[config.mk]
export PLATFORM = sky130hd
export DESIGN_NAME = timer_dual_cmp
export DESIGN_NICKNAME = d
export VERILOG_FILES = /design/src/rtl/tmr_pkg.sv /design/src/rtl/tmr_match.sv /design/src/rtl/tmr_irq.sv /design/src/rtl/tmr_rdmux.sv /design/src/rtl/timer_dual_cmp.sv
export SDC_FILE = /design/constraint.sdc
export NUM_CORES = 1
export LEC_CHECK = 0
export ABC_AREA = 0
export BUFFER_PORTS_ARGS = -buffer_cell sky130_fd_sc_hd__buf_2
export CAP_MARGIN = 20
export CORE_MARGIN = 1
export CORE_UTILIZATION = 45
export DETAILED_ROUTE_END_ITERATION = 6
export GPL_TIMING_DRIVEN = 0
export PLACE_DENSITY_LB_ADDON = 0.08
export SETUP_SLACK_MARGIN = 0.15
export SLEW_MARGIN = 20
export SYNTH_ARGS = -nofsm -noshare
export SYNTH_HDL_FRONTEND = slang
export SYNTH_HIERARCHICAL = 1
export SYNTH_SLANG_ARGS = --single-unit
export TNS_END_PERCENT = 10
[constraint.sdc]
create_clock -name clk_i -period 4.56 [get_ports clk_i]
set_input_delay 0.684 -clock clk_i [delete_from_list [all_inputs] [get_ports clk_i]]
set_output_delay 0.684 -clock clk_i [all_outputs]
set_load 0.02 [all_outputs]
[src/rtl/tmr_pkg.sv]
package tmr_pkg;
    localparam int CNT_W  = 16;
    localparam int ADDR_W = 2;

    localparam int B_RUN   = 15;
    localparam int B_GUARD = 14;
    localparam int B_IEN   = 13;
    localparam int B_BSEL  = 12;
    localparam int B_MAXF  = 5;
    localparam int B_DUAL  = 1;
    localparam int B_REP   = 0;

    localparam logic [ADDR_W-1:0] A_CTRL = 2'd0;
    localparam logic [ADDR_W-1:0] A_CNT  = 2'd1;
    localparam logic [ADDR_W-1:0] A_LIMA = 2'd2;
    localparam logic [ADDR_W-1:0] A_LIMB = 2'd3;

    typedef struct packed {
        logic             run;
        logic             ien;
        logic             bsel;
        logic             maxf;
        logic             dual;
        logic             rep;
        logic [CNT_W-1:0] cnt;
        logic [CNT_W-1:0] lim_a;
        logic [CNT_W-1:0] lim_b;
    } tmr_state_t;
endpackage

[src/rtl/tmr_match.sv]
module tmr_match #(
    parameter int W = 16
) (
    input  logic [W-1:0] cnt_i,
    input  logic [W-1:0] lim_a_i,
    input  logic [W-1:0] lim_b_i,
    input  logic         dual_i,
    input  logic         bsel_i,
    input  logic         run_i,
    input  logic         tick_i,
    output logic         step_o,
    output logic         wrap_o,
    output logic         end_cycle_o
);
    logic [W-1:0] limit;
    logic [W-1:0] last;

    always_comb begin
        limit       = (dual_i && bsel_i) ? lim_b_i : lim_a_i;
        // limit 0 wraps to all ones: a full 2^W period
        last        = limit - W'(1);
        step_o      = run_i && tick_i;
        wrap_o      = step_o && (cnt_i == last);
        end_cycle_o = wrap_o && (!dual_i || bsel_i);
    end
endmodule

[src/rtl/tmr_irq.sv]
module tmr_irq (
    input  logic clk_i,
    input  logic rst_ni,
    input  logic set_i,
    input  logic ack_i,
    output logic irq_o
);
    logic irq_d, irq_q;

    always_comb begin
        irq_d = irq_q;
        if (ack_i) irq_d = 1'b0;
        if (set_i) irq_d = 1'b1;
    end

    always_ff @(posedge clk_i) begin
        if (!rst_ni) irq_q <= 1'b0;
        else         irq_q <= irq_d;
    end

    assign irq_o = irq_q;

    AST_IRQ_HOLDS: assert property (@(posedge clk_i) disable iff (!rst_ni)
        (irq_q && !ack_i) |=> irq_q);
    AST_IRQ_NEEDS_SET: assert property (@(posedge clk_i) disable iff (!rst_ni)
        (!irq_q && !set_i) |=> !irq_q);
endmodule

[src/rtl/tmr_rdmux.sv]
module tmr_rdmux
    import tmr_pkg::*;
(
    input  logic [ADDR_W-1:0] addr_i,
    input  tmr_state_t        st_i,
    output logic [CNT_W-1:0]  rdata_o
);
    logic [CNT_W-1:0] ctrl_word;

    always_comb begin
        ctrl_word         = '0;
        ctrl_word[B_RUN]  = st_i.run;
        ctrl_word[B_IEN]  = st_i.ien;
        ctrl_word[B_BSEL] = st_i.bsel;
        ctrl_word[B_MAXF] = st_i.maxf;
        ctrl_word[B_DUAL] = st_i.dual;
        ctrl_word[B_REP]  = st_i.rep;
        unique case (addr_i)
            A_CTRL:  rdata_o = ctrl_word;
            A_CNT:   rdata_o = st_i.cnt;
            A_LIMA:  rdata_o = st_i.lim_a;
            default: rdata_o = st_i.lim_b;
        endcase
    end
endmodule

[src/rtl/timer_dual_cmp.sv]
module timer_dual_cmp
    import tmr_pkg::*;
(
    input  logic              clk_i,
    input  logic              rst_ni,
    input  logic              tick_i,
    input  logic              bus_wr_i,
    input  logic [ADDR_W-1:0] bus_addr_i,
    input  logic [CNT_W-1:0]  bus_wdata_i,
    output logic [CNT_W-1:0]  bus_rdata_o,
    input  logic              irq_ack_i,
    output logic              irq_o
);
    tmr_state_t s_d, s_q;
    logic ctrl_wr, cnt_wr, lima_wr, limb_wr;
    logic step, wrap, end_cycle;
    logic unused_wbits;

    assign ctrl_wr = bus_wr_i && (bus_addr_i == A_CTRL);
    assign cnt_wr  = bus_wr_i && (bus_addr_i == A_CNT);
    assign lima_wr = bus_wr_i && (bus_addr_i == A_LIMA);
    assign limb_wr = bus_wr_i && (bus_addr_i == A_LIMB);
    assign unused_wbits = ^{bus_wdata_i[B_BSEL], bus_wdata_i[11:6], bus_wdata_i[4:2]};

    tmr_match #(.W(CNT_W)) u_match (
        .cnt_i       (s_q.cnt),
        .lim_a_i     (s_q.lim_a),
        .lim_b_i     (s_q.lim_b),
        .dual_i      (s_q.dual),
        .bsel_i      (s_q.bsel),
        .run_i       (s_q.run),
        .tick_i      (tick_i),
        .step_o      (step),
        .wrap_o      (wrap),
        .end_cycle_o (end_cycle)
    );

    always_comb begin
        s_d = s_q;
        if (step) s_d.cnt = wrap ? '0 : s_q.cnt + CNT_W'(1);
        if (wrap && s_q.dual) s_d.bsel = !s_q.bsel;
        if (end_cycle && !s_q.rep) s_d.run = 1'b0;
        if (ctrl_wr) begin
            if (bus_wdata_i[B_GUARD]) s_d.run = bus_wdata_i[B_RUN];
            s_d.ien  = bus_wdata_i[B_IEN];
            s_d.dual = bus_wdata_i[B_DUAL];
            s_d.rep  = bus_wdata_i[B_REP];
            if (!bus_wdata_i[B_DUAL]) s_d.bsel = 1'b0;
            if (!bus_wdata_i[B_MAXF]) s_d.maxf = 1'b0;
        end
        if (wrap)    s_d.maxf  = 1'b1;
        if (cnt_wr)  s_d.cnt   = bus_wdata_i;
        if (lima_wr) s_d.lim_a = bus_wdata_i;
        if (limb_wr) s_d.lim_b = bus_wdata_i;
    end

    always_ff @(posedge clk_i) begin
        if (!rst_ni) s_q <= '0;
        else         s_q <= s_d;
    end

    tmr_irq u_irq (
        .clk_i  (clk_i),
        .rst_ni (rst_ni),
        .set_i  (wrap && s_q.ien),
        .ack_i  (irq_ack_i),
        .irq_o  (irq_o)
    );

    tmr_rdmux u_rd (
        .addr_i  (bus_addr_i),
        .st_i    (s_q),
        .rdata_o (bus_rdata_o)
    );

    AST_RUN_GUARDED: assert property (@(posedge clk_i) disable iff (!rst_ni)
        (ctrl_wr && !bus_wdata_i[B_GUARD] && !end_cycle) |=> (s_q.run == $past(s_q.run)));
    AST_CTRL_ZERO_BITS: assert property (@(posedge clk_i) disable iff (!rst_ni)
        (bus_addr_i == A_CTRL) |-> (!bus_rdata_o[B_GUARD] && bus_rdata_o[11:6] == '0));
    AST_HOLD_STOPPED: assert property (@(posedge clk_i) disable iff (!rst_ni)
        (!s_q.run && !cnt_wr) |=> $stable(s_q.cnt));
    AST_ONE_STEP: assert property (@(posedge clk_i) disable iff (!rst_ni)
        (step && !wrap && !cnt_wr) |=> (s_q.cnt == $past(s_q.cnt) + CNT_W'(1)));
    AST_MAXF_ON_WRAP: assert property (@(posedge clk_i) disable iff (!rst_ni)
        wrap |=> s_q.maxf);
    AST_BSEL_SWAP: assert property (@(posedge clk_i) disable iff (!rst_ni)
        (wrap && s_q.dual && !ctrl_wr) |=> (s_q.bsel != $past(s_q.bsel)));
    AST_ONESHOT_STOP: assert property (@(posedge clk_i) disable iff (!rst_ni)
        (end_cycle && !s_q.rep && !ctrl_wr) |=> !s_q.run);
endmodule

### After elaboration in Yosys (flattened, before gate mapping)

Index checks and enable logic that the tools add are counted.

* memory bits (writable): 0
* output and inout bits: 17
* latch bits: 0
* memories kept: 0
* bits in registers: 55
* memory bits (read-only): 0

* eq/ne operators: 5
* order comparisons: 0
* multipliers: 0
* shift-type cells: 0
* reductions and logical operators: 20
* divide/modulo/power cells: 0
* multiplexer cells: 14
* $add $sub $neg: 2
* bitwise gates (word level): 0

Operators by type and width (count)
* 2-to-1 mux 16 bit: 4
* case mux 16 bit (3 select lines): 1
* adder 16 x 1 -> 16 bit, second input constant: 1
* equality test 16 bit: 1
* subtractor 16 x 1 -> 16 bit, second input constant: 1
* logical AND 1 bit: 11
* 2-to-1 mux 1 bit: 8
* 2-to-1 mux 6 bit: 1
* nonzero test 2 bit: 3
* equality test 2 bit, second input constant: 2
* zero test 1 bit: 3
* equality test 2 x 1 -> 1 bit, second input constant: 1
* zero test 2 bit: 1
* != test 2 x 1 -> 1 bit, second input constant: 1
* AND reduction 2 bit: 1
* logical OR 1 bit: 1

### Longest topological paths before layout

Gate-level depths: netlist of run 1.

* depth in word-level cells: 11
* depth in mapped cells: 16
* mapped depth without buffers: 12

### Modules after synthesis

The synthesis of run 1 kept the hierarchy.

Modules (own cells, without submodules)
* timer_dual_cmp: times used 1, seq. area each 1081.0 sq um, cells each 298, area an instance 2353.5 sq um
* tmr_match: times used 1, seq. area each 0.0 sq um, cells each 131, area an instance 998.5 sq um
* tmr_rdmux: times used 1, seq. area each 0.0 sq um, cells each 32, area an instance 409.1 sq um
* tmr_irq: times used 1, seq. area each 20.0 sq um, cells each 3, area an instance 41.3 sq um

### Worst setup path after synthesis of run 1

Ideal clock, no wire load.

* kind: register to register
* start point: reg s_q[49] in the netlist's numbering
* end point: reg s_q[47] in the netlist's numbering
* data arrival time: 3078 ps
* required time: 4433 ps
* slack: 1355 ps
* stages on the path, launching flop included: 16
* path buffers: 4
* setup time: 127 ps
* cells stage by stage: dfxtp_1 -> buf_6 -> nand2_4 -> buf_6 -> buf_6 -> mux2i_1 -> ha_1 -> and4b_1 -> mux2i_1 -> nor4_1 -> o2111ai_1 -> nor2_1 -> or4_1 -> clkbuf_1 -> nor3b_1 -> or3_1

* longest elaborated chain between the ends: 8

RTL lines
* start: declaration: RTL line timer_dual_cmp.sv:14 `tmr_state_t s_d, s_q;`
* start signal: assignment: RTL line timer_dual_cmp.sv:58 `if (!rst_ni) s_q <= '0;`
* start signal: assignment: RTL line timer_dual_cmp.sv:59 `else s_q <= s_d;`
* logical AND 1 bit: RTL line tmr_match.sv:19 `limit = (dual_i && bsel_i) ? lim_b_i : lim_a_i;`
* 2-to-1 mux 16 bit: RTL line tmr_match.sv:19
* subtractor 16 x 1 -> 16 bit: RTL line tmr_match.sv:21 `last = limit - W'(1);`
* equality test 16 bit: RTL line tmr_match.sv:23 `wrap_o = step_o && (cnt_i == last);`
* logical AND 1 bit: RTL line tmr_match.sv:23
* 2-to-1 mux 16 bit (2 in a row): RTL line timer_dual_cmp.sv:40 `if (step) s_d.cnt = wrap ? '0 : s_q.cnt + CNT_W'(1);`
* 2-to-1 mux 16 bit: RTL line timer_dual_cmp.sv:52 `if (cnt_wr) s_d.cnt = bus_wdata_i;`

Every way passes these cells. The select of a mux whose other input is x is not followed.
A chain may end at the register's enable or synchronous reset.

### Worst setup path in the final report of run 1

* start point: reg s_q[51] in the netlist's numbering
* end point: reg s_q[47] in the netlist's numbering

Same word-level chain as after synthesis.

==> impl_metrics.csv, run 1 <==
group,metric,value,unit
power_and_ir_drop,max-vdd-ir-drop,0.159,mV
global_route,first_global_vias,3367,
worst_setup_path,cp-startpoint,"s_q[51]",
synth,synth_area_in_compound_gates,21.6,%
synth,post-synth-top-area-cell,"sky130_fd_sc_hd__dfxtp_1",
placement,hpwlAfterDp,8980,um
final_layout,multi_input_area,2480,um^2
worst_setup_path,path_cells,"buf_6 -> nand2_4 -> buf_6 -> buf_6 -> mux2i_1 -> ha_1 -> and4b_1 -> mux2i_1 -> nor4_1 -> o2111ai_1 -> nor2_2 -> or4_1 -> clkbuf_1 -> nor3b_1 -> or3_1",
placement,pre_cts_setup_slack,301,ps
floorplanning,floorplan.rows,33,
clock_network,inserted_clock_buffers,5,
detailed_routing,met2_wirelength,5330,um
worst_setup_path,worst_path_largest_cell_delay,470,ps
synth,synth_area,3800,um^2
timing,final_worst_setup_slack,511,ps
global_route,grt_max_degree,17,
clock_network,total_clock_sinks,55,
final_layout,proportion_of_layout_cells_with_a_drive_suffix_above_1,17.8,%
synth,synth-seq-area-share,29.0,%
synth,postSynthCellCount,464,
final_layout,fill_cells,824,
detailed_routing,drtPass1Iterations,5,
final_layout,antenna_cells_inserted,0,
synth,synthAdderAreaFrac,0.658,%
clock_network,cts.path.max_buffers,2,
floorplanning,chipHeight,93.9,um
synth,yosys_warnings,6,
detailed_routing,sum_of_met3_wire_segment_lengths_after_detailed_routing,582,um
timing,tns,0,ps
clock_network,postCtsResizedCells,0,
timing,setup-violations-final,0,
clock_network,cts_stage_hold_buffer_count,0,
clock_network,post-cts-setup-buffers,0,
clock_network,cts.clk_slew.worst_paths,100,ps
job,drv_cap,0,
power_and_ir_drop,static_leakage_power,1.71,nW
worst_setup_path,worst_r2r_startpoint,"s_q[51]",
worst_setup_path,crit_path_frequent_cell,"sky130_fd_sc_hd__buf_6",
detailed_routing,route.detailed.wl_per_inst,18.8,um
worst_setup_path,critical_path_buf_inv_count,4,
detailed_routing,detail_route.drc_violations,0,
synth,post_synth_most_frequent_cells,"sky130_fd_sc_hd__nand2_1 (72), sky130_fd_sc_hd__a21oi_1 (62), sky130_fd_sc_hd__dfxtp_1 (55)",
worst_setup_path,worstSetupEndpointType,"flip-flop",
global_route,gr-total-overflow,0,
placement,gpl_wtd_cong,0.873,
floorplanning,die_span_in_x,93.9,um
synth,synth-xor-area-share,5.89,%
timing,max_freq,247,MHz
timing,max_slew_violations,0,
timing,final_min_period_over_clock_period,88.8,%
timing,timing_hold_violations_final,0,
detailed_routing,dr.max_layer_used,"met4",
min_path,timing.hold.worst.start,"s_q[15]",
detailed_routing,drt.antenna.violating_nets,0,
detailed_routing,drt_via_density,5.98,
worst_setup_path,timing.setup.critical_path_class,"reg2reg",
worst_setup_path,worst_path_dominant_cell_family,"simple AND/OR/NAND/NOR gates",
clock_network,tritoncts,"built",
detailed_routing,finalWirelength,11600,um
synth,synth_top_family_by_area,"simple AND/OR/NAND/NOR gates",
synth,synth_ff_type,"sky130_fd_sc_hd__dfxtp_1",
placement,buffer_ports.inserted,39,
power_and_ir_drop,power.density_cell_area,257,nW/um^2
status,run_status,"finished clean",
worst_setup_path,critical_path.startpoint_type,"flip-flop",
floorplanning,full_die_area,8820,um^2
synth,synth_fp_nets,489,
synth,muxShareOfSynthArea,11.8,%
timing,timing.clock.skew,11.0,ps
timing,slew_headroom,56.4,%
timing,rsz0062_at_grt,"no",
detailed_routing,drt-initial-drc-count,244,
clock_network,cts-htree-levels,2,
global_route,grt_antenna_before_repair,0,
floorplanning,start_util,46.3,%
min_path,hold_path.class,"reg2reg",
global_route,grt_pass1_wl,18200,um
detailed_routing,wirelength_met1,5530,um
floorplanning,design.core.area,8220,um^2
timing,finalWorstPathRequiredPeriod,4050,ps
synth,synth.most_common_cell,"sky130_fd_sc_hd__nand2_1",
detailed_routing,detailroute.via_count,3685,
clock_network,clk_latency,310,ps
synth,asr_flop_ratio_synth,0,%
synth,number_of_enable_flip_flop_cells_after_synthesis,0,
worst_setup_path,worst_ep_arrival_time,4240,ps
synth,yosys.cell_types.count,65,
global_route,global_route_usage_over_all_layers,27.6,%
worst_setup_path,timing.critical_path.slowest_stage_cell,"sky130_fd_sc_hd__dfxtp_1",
final_layout,area.sequential,1100,um^2
synth,simple_gate_fraction_of_synth_area,25.2,%
synth,yosys.area.top_type_share,29.0,%
timing,worst_pin_slew,649,ps
clock_network,cts_root_buf,"sky130_fd_sc_hd__clkbuf_8",
worst_setup_path,maximum_fanout_count_along_the_critical_path,10,
synth,synth-seq-cells,55,
floorplanning,pin_count,40,
worst_setup_path,critPathRequiredTime,4750,ps
final_layout,nets,535,
synth,synthTopCellsByArea,"sky130_fd_sc_hd__dfxtp_1 (29%), sky130_fd_sc_hd__a21oi_1 (8.2%), sky130_fd_sc_hd__nand2_1 (7.1%)",
final_layout,area.growth.synth_to_final,11.8,%
worst_setup_path,regToRegSetupSlack,510,ps
synth,avgSynthCellArea,8.19,um^2
[through the flow]
step / cell area (um^2) / hold slack (ps) / util (%) / power, W / instances
after floorplan: 3800 / 444 / - / 0.000687 / 464
after global placement: 4130 / 460 / 50.3 / 0.000755 / 608
after detailed placement: 4130 / 466 / 50.3 / 0.000759 / 608
after CTS: 4250 / 480 / 51.7 / 0.00109 / 616
after global routing: 4250 / 519 / 51.7 / 0.00114 / 616
final: 4250 / 480 / 51.7 / 0.00109 / 616
[layout make-up]
cell class	instances	share of cell area [%]
inverter	8	0.707
clock inverter	2	0.824
sequential	55	25.9
clock buffer	6	1.94
multi-input combinational	371	58.4
tap	105	3.09
timing repair buffer	39	4.59
buffer	30	4.56
[layout by cell type, fill, tap and decap left out, drive strengths merged, types with 8 or more instances in the layout]
master | netlist | routed
a21oi | 62 | 62
o21ai | 15 | 15
inv | 8 | 8
a211oi | 9 | 9
nand3 | 19 | 19
clkbuf | 15 | 21
nor3 | 13 | 13
buf | 15 | 54
mux2i | 18 | 18
dfxtp | 55 | 55
and3 | 9 | 9
a22o | 10 | 10
nor2 | 13 | 13
or3 | 8 | 8
nand2 | 73 | 73
xnor2 | 17 | 17
mux2 | 10 | 10
[layer usage]
metal  vias up  GRT usage, %
li1       1795             -
met1      1758          38.8
met2       118          45.3
met3        14          2.59
met4         0          6.92
met5         -             0
[cells by family (layout without fill, tap and decap cells)]
logic type,count (synthesis),count (layout)
multiplexers,34,34
adder cells (fa/ha/maj),2,2
buffers and inverters,38,85
flip-flops,55,55
XOR/XNOR,24,24
AND/OR/NAND/NOR,181,181
AO/OA/AOI/OAI,130,130
[power by group]
group	internal [W]	switching, W	total [W]	leakage [nW]
clock network	0.000178	0.000163	0.000341	0.0612
registers	0.000501	0.0000415	0.000542	0.448
logic	0.0000946	0.000114	0.000208	1.20
total	0.000773	0.000318	0.00109	1.71
[worst register-to-register path, delay by kind of cell, from the launching register on]
family	cells	cell delay, ps
AO/OA/AOI/OAI	1	220
multiplexers	2	350
adder cells (fa/ha/maj)	1	290
buffers and inverters	4	760
AND/OR/NAND/NOR	7	1850
flip-flops	1	470
[worst paths after layout]
path,depth (start not counted),to
worst max-delay path,15,s_q[47]
worst min-delay path,2,s_q[15]
worst max register to register,15,s_q[47]
worst min register to register,2,s_q[15]
[flip-flops by register name, indices dropped and copies added (netlist names)]
name,cells
u_irq/irq_o,1
s_q,54
No activity file was read; power rests on OpenSTA's default activity.
==> inputs of run 2 (changes only) <==
PLACE_DENSITY_LB_ADDON = unset   (was 0.08)
==> impl_metrics.csv, run 2 (synthesis gave the netlist of run 1 again) <==
group,metric,value,unit
status,run_status,"finished clean",
timing,setup-violations-final,0,
final_layout,final_area,4230,um^2
timing,worst_pin_slew,659,ps
detailed_routing,drt-initial-drc-count,270,
floorplanning,floorplan.rows,33,
final_layout,nets,535,
global_route,grt.met1_usage,39.9,%
placement,buffer_ports.inserted,39,
detailed_routing,drtPass1Iterations,5,
global_route,grt_use_met3,2.10,%
worst_setup_path,timing.setup.critical_path_class,"reg2reg",
floorplanning,chipHeight,93.9,um
placement,gpl_wtd_cong,0.858,
final_layout,post-route-util,51.5,%
timing,timing.clock.skew,6.25,ps
final_layout,fill_cells,820,
floorplanning,pin_count,40,
min_path,hold_path.class,"reg2reg",
detailed_routing,detailroute.via_count,3738,
floorplanning,die_span_in_x,93.9,um
clock_network,inserted_clock_buffers,5,
worst_setup_path,crit_path_frequent_cell,"sky130_fd_sc_hd__buf_6",
final_layout,mostFrequentLayoutCell,"sky130_fd_sc_hd__nand2_1",
global_route,first_global_vias,3331,
timing,rsz0062_at_grt,"no",
detailed_routing,finalWirelength,11700,um
worst_setup_path,critPathRequiredTime,4750,ps
worst_setup_path,maximum_fanout_count_along_the_critical_path,10,
power_and_ir_drop,static_leakage_power,1.70,nW
worst_setup_path,worstSetupEndpointType,"flip-flop",
final_layout,largest_register_ffs,54,
final_layout,final_cell_mix,"sky130_fd_sc_hd__nand2_1 (72), sky130_fd_sc_hd__a21oi_1 (62), sky130_fd_sc_hd__dfxtp_1 (55), sky130_fd_sc_hd__buf_2 (42)",
clock_network,cts-htree-levels,2,
timing,final_min_period_over_clock_period,90.0,%
clock_network,post-cts-setup-buffers,0,
placement,hpwlAfterDp,8920,um
power_and_ir_drop,max-vdd-ir-drop,0.134,mV
worst_setup_path,timing.critical_path.slowest_stage_cell,"sky130_fd_sc_hd__dfxtp_1",
final_layout,max_flop_register,"s_q",
clock_network,cts.clk_slew.worst_paths,100,ps
timing,slew_headroom,55.7,%
final_layout,area.sequential,1100,um^2
timing,tns,0,ps
worst_setup_path,critical_path_buf_inv_count,4,
clock_network,cts_root_buf,"sky130_fd_sc_hd__clkbuf_8",
clock_network,tritoncts,"built",
worst_setup_path,path_cells,"buf_6 -> nand2_4 -> buf_6 -> buf_6 -> mux2i_1 -> ha_1 -> and4b_1 -> mux2i_1 -> nor4_1 -> o2111ai_1 -> nor2_2 -> clkbuf_1 -> a21oi_1 -> a2111oi_0",
global_route,grt_antenna_before_repair,0,
global_route,grt_max_degree,18,
floorplanning,full_die_area,8820,um^2
worst_setup_path,worst_path_largest_cell_delay,470,ps
timing,timing_hold_violations_final,0,
global_route,gr-total-overflow,0,
detailed_routing,detail_route.drc_violations,0,
clock_network,clk_latency,310,ps
clock_network,cts.path.max_buffers,2,
final_layout,multi_input_area,2480,um^2
worst_setup_path,worst_path_dominant_cell_family,"simple AND/OR/NAND/NOR gates",
worst_setup_path,worst_ep_arrival_time,4290,ps
worst_setup_path,critical_path.startpoint_type,"flip-flop",
global_route,most_congested_layer_reported_by_global_routing,"met2",
timing,finalWorstPathRequiredPeriod,4100,ps
job,drv_cap,0,
floorplanning,design.core.area,8220,um^2
timing,final_worst_setup_slack,456,ps
final_layout,area.growth.synth_to_final,11.3,%
clock_network,total_clock_sinks,55,
final_layout,antenna_cells_inserted,0,
power_and_ir_drop,power.density_cell_area,247,nW/um^2
detailed_routing,drt_via_density,6.07,
floorplanning,start_util,46.3,%
detailed_routing,route.detailed.wl_per_inst,19.0,um
global_route,grt_pass1_wl,18300,um
global_route,global_route_usage_over_all_layers,27.4,%
placement,postPlaceCellArea,4130,um^2
final_layout,proportion_of_layout_cells_with_a_drive_suffix_above_1,17.6,%
detailed_routing,drt.antenna.violating_nets,0,
timing,max_slew_violations,0,
timing,max_freq,244,MHz
global_route,use_met2,43.8,%
placement,pre_cts_setup_slack,277,ps
## run 2: path summary, 6_finish.rpt
| check | from | endpoint | slack (ps) | cells after the start |
|---|---|---|---|---|
| setup / recovery | s_q[51] | s_q[51] | 460 | 14 |
| hold / removal | s_q[15] | s_q[15] | 480 | 2 |
| setup reg to reg | s_q[51] | s_q[51] | 460 | 14 |
| hold reg to reg | s_q[15] | s_q[15] | 480 | 2 |
## run 2: per-stage QoR
stage,power [W],hold slack [ps],instances
5_1_grt,0.00109,499,616
2_1_floorplan,0.000687,444,464
4_1_cts,0.00104,478,616
3_5_place_dp,0.000758,464,608
6_report,0.00105,479,616
3_3_place_gp,0.000755,460,608
## run 2: layout make-up
cell class                 instances  area share, %
multi-input combinational        371           58.7
sequential                        55           26.0
timing repair buffer              39           4.61
buffer                            30           4.55
tap                              105           3.11
clock buffer                       6           1.95
inverter                           8          0.710
clock inverter                     2          0.385
## run 2: per-layer routing
| metal | wire length (um) | vias to the layer above |
|---|---|---|
| met3 | 628 | 13 |
| met1 | 5590 | 1809 |
| li1 | - | 1795 |
| met4 | 143 | 0 |
| met5 | 0 | - |
| met2 | 5350 | 121 |
## run 2: where the power goes
part | total [W] | leakage [nW] | switching (W) | internal, W
sequential | 0.000543 | 0.448 | 0.0000418 | 0.000501
combinational | 0.000209 | 1.20 | 0.000114 | 0.0000946
clock | 0.000296 | 0.0474 | 0.000171 | 0.000125
total | 0.00105 | 1.70 | 0.000327 | 0.000720
## run 2: tightest hold or removal path, stage by stage (launching register included)
cell and delay [ps]:
sky130_fd_sc_hd__dfxtp_1 330, sky130_fd_sc_hd__nand2_1 60, sky130_fd_sc_hd__a21oi_1 50
## run 2: timing repair
action / in CTS / in global routing
setup endpoints to repair: 0 / 2
hold endpoints to repair: 0 / 0
hold buffers: 0 / 0
resized for setup: 0 / 1
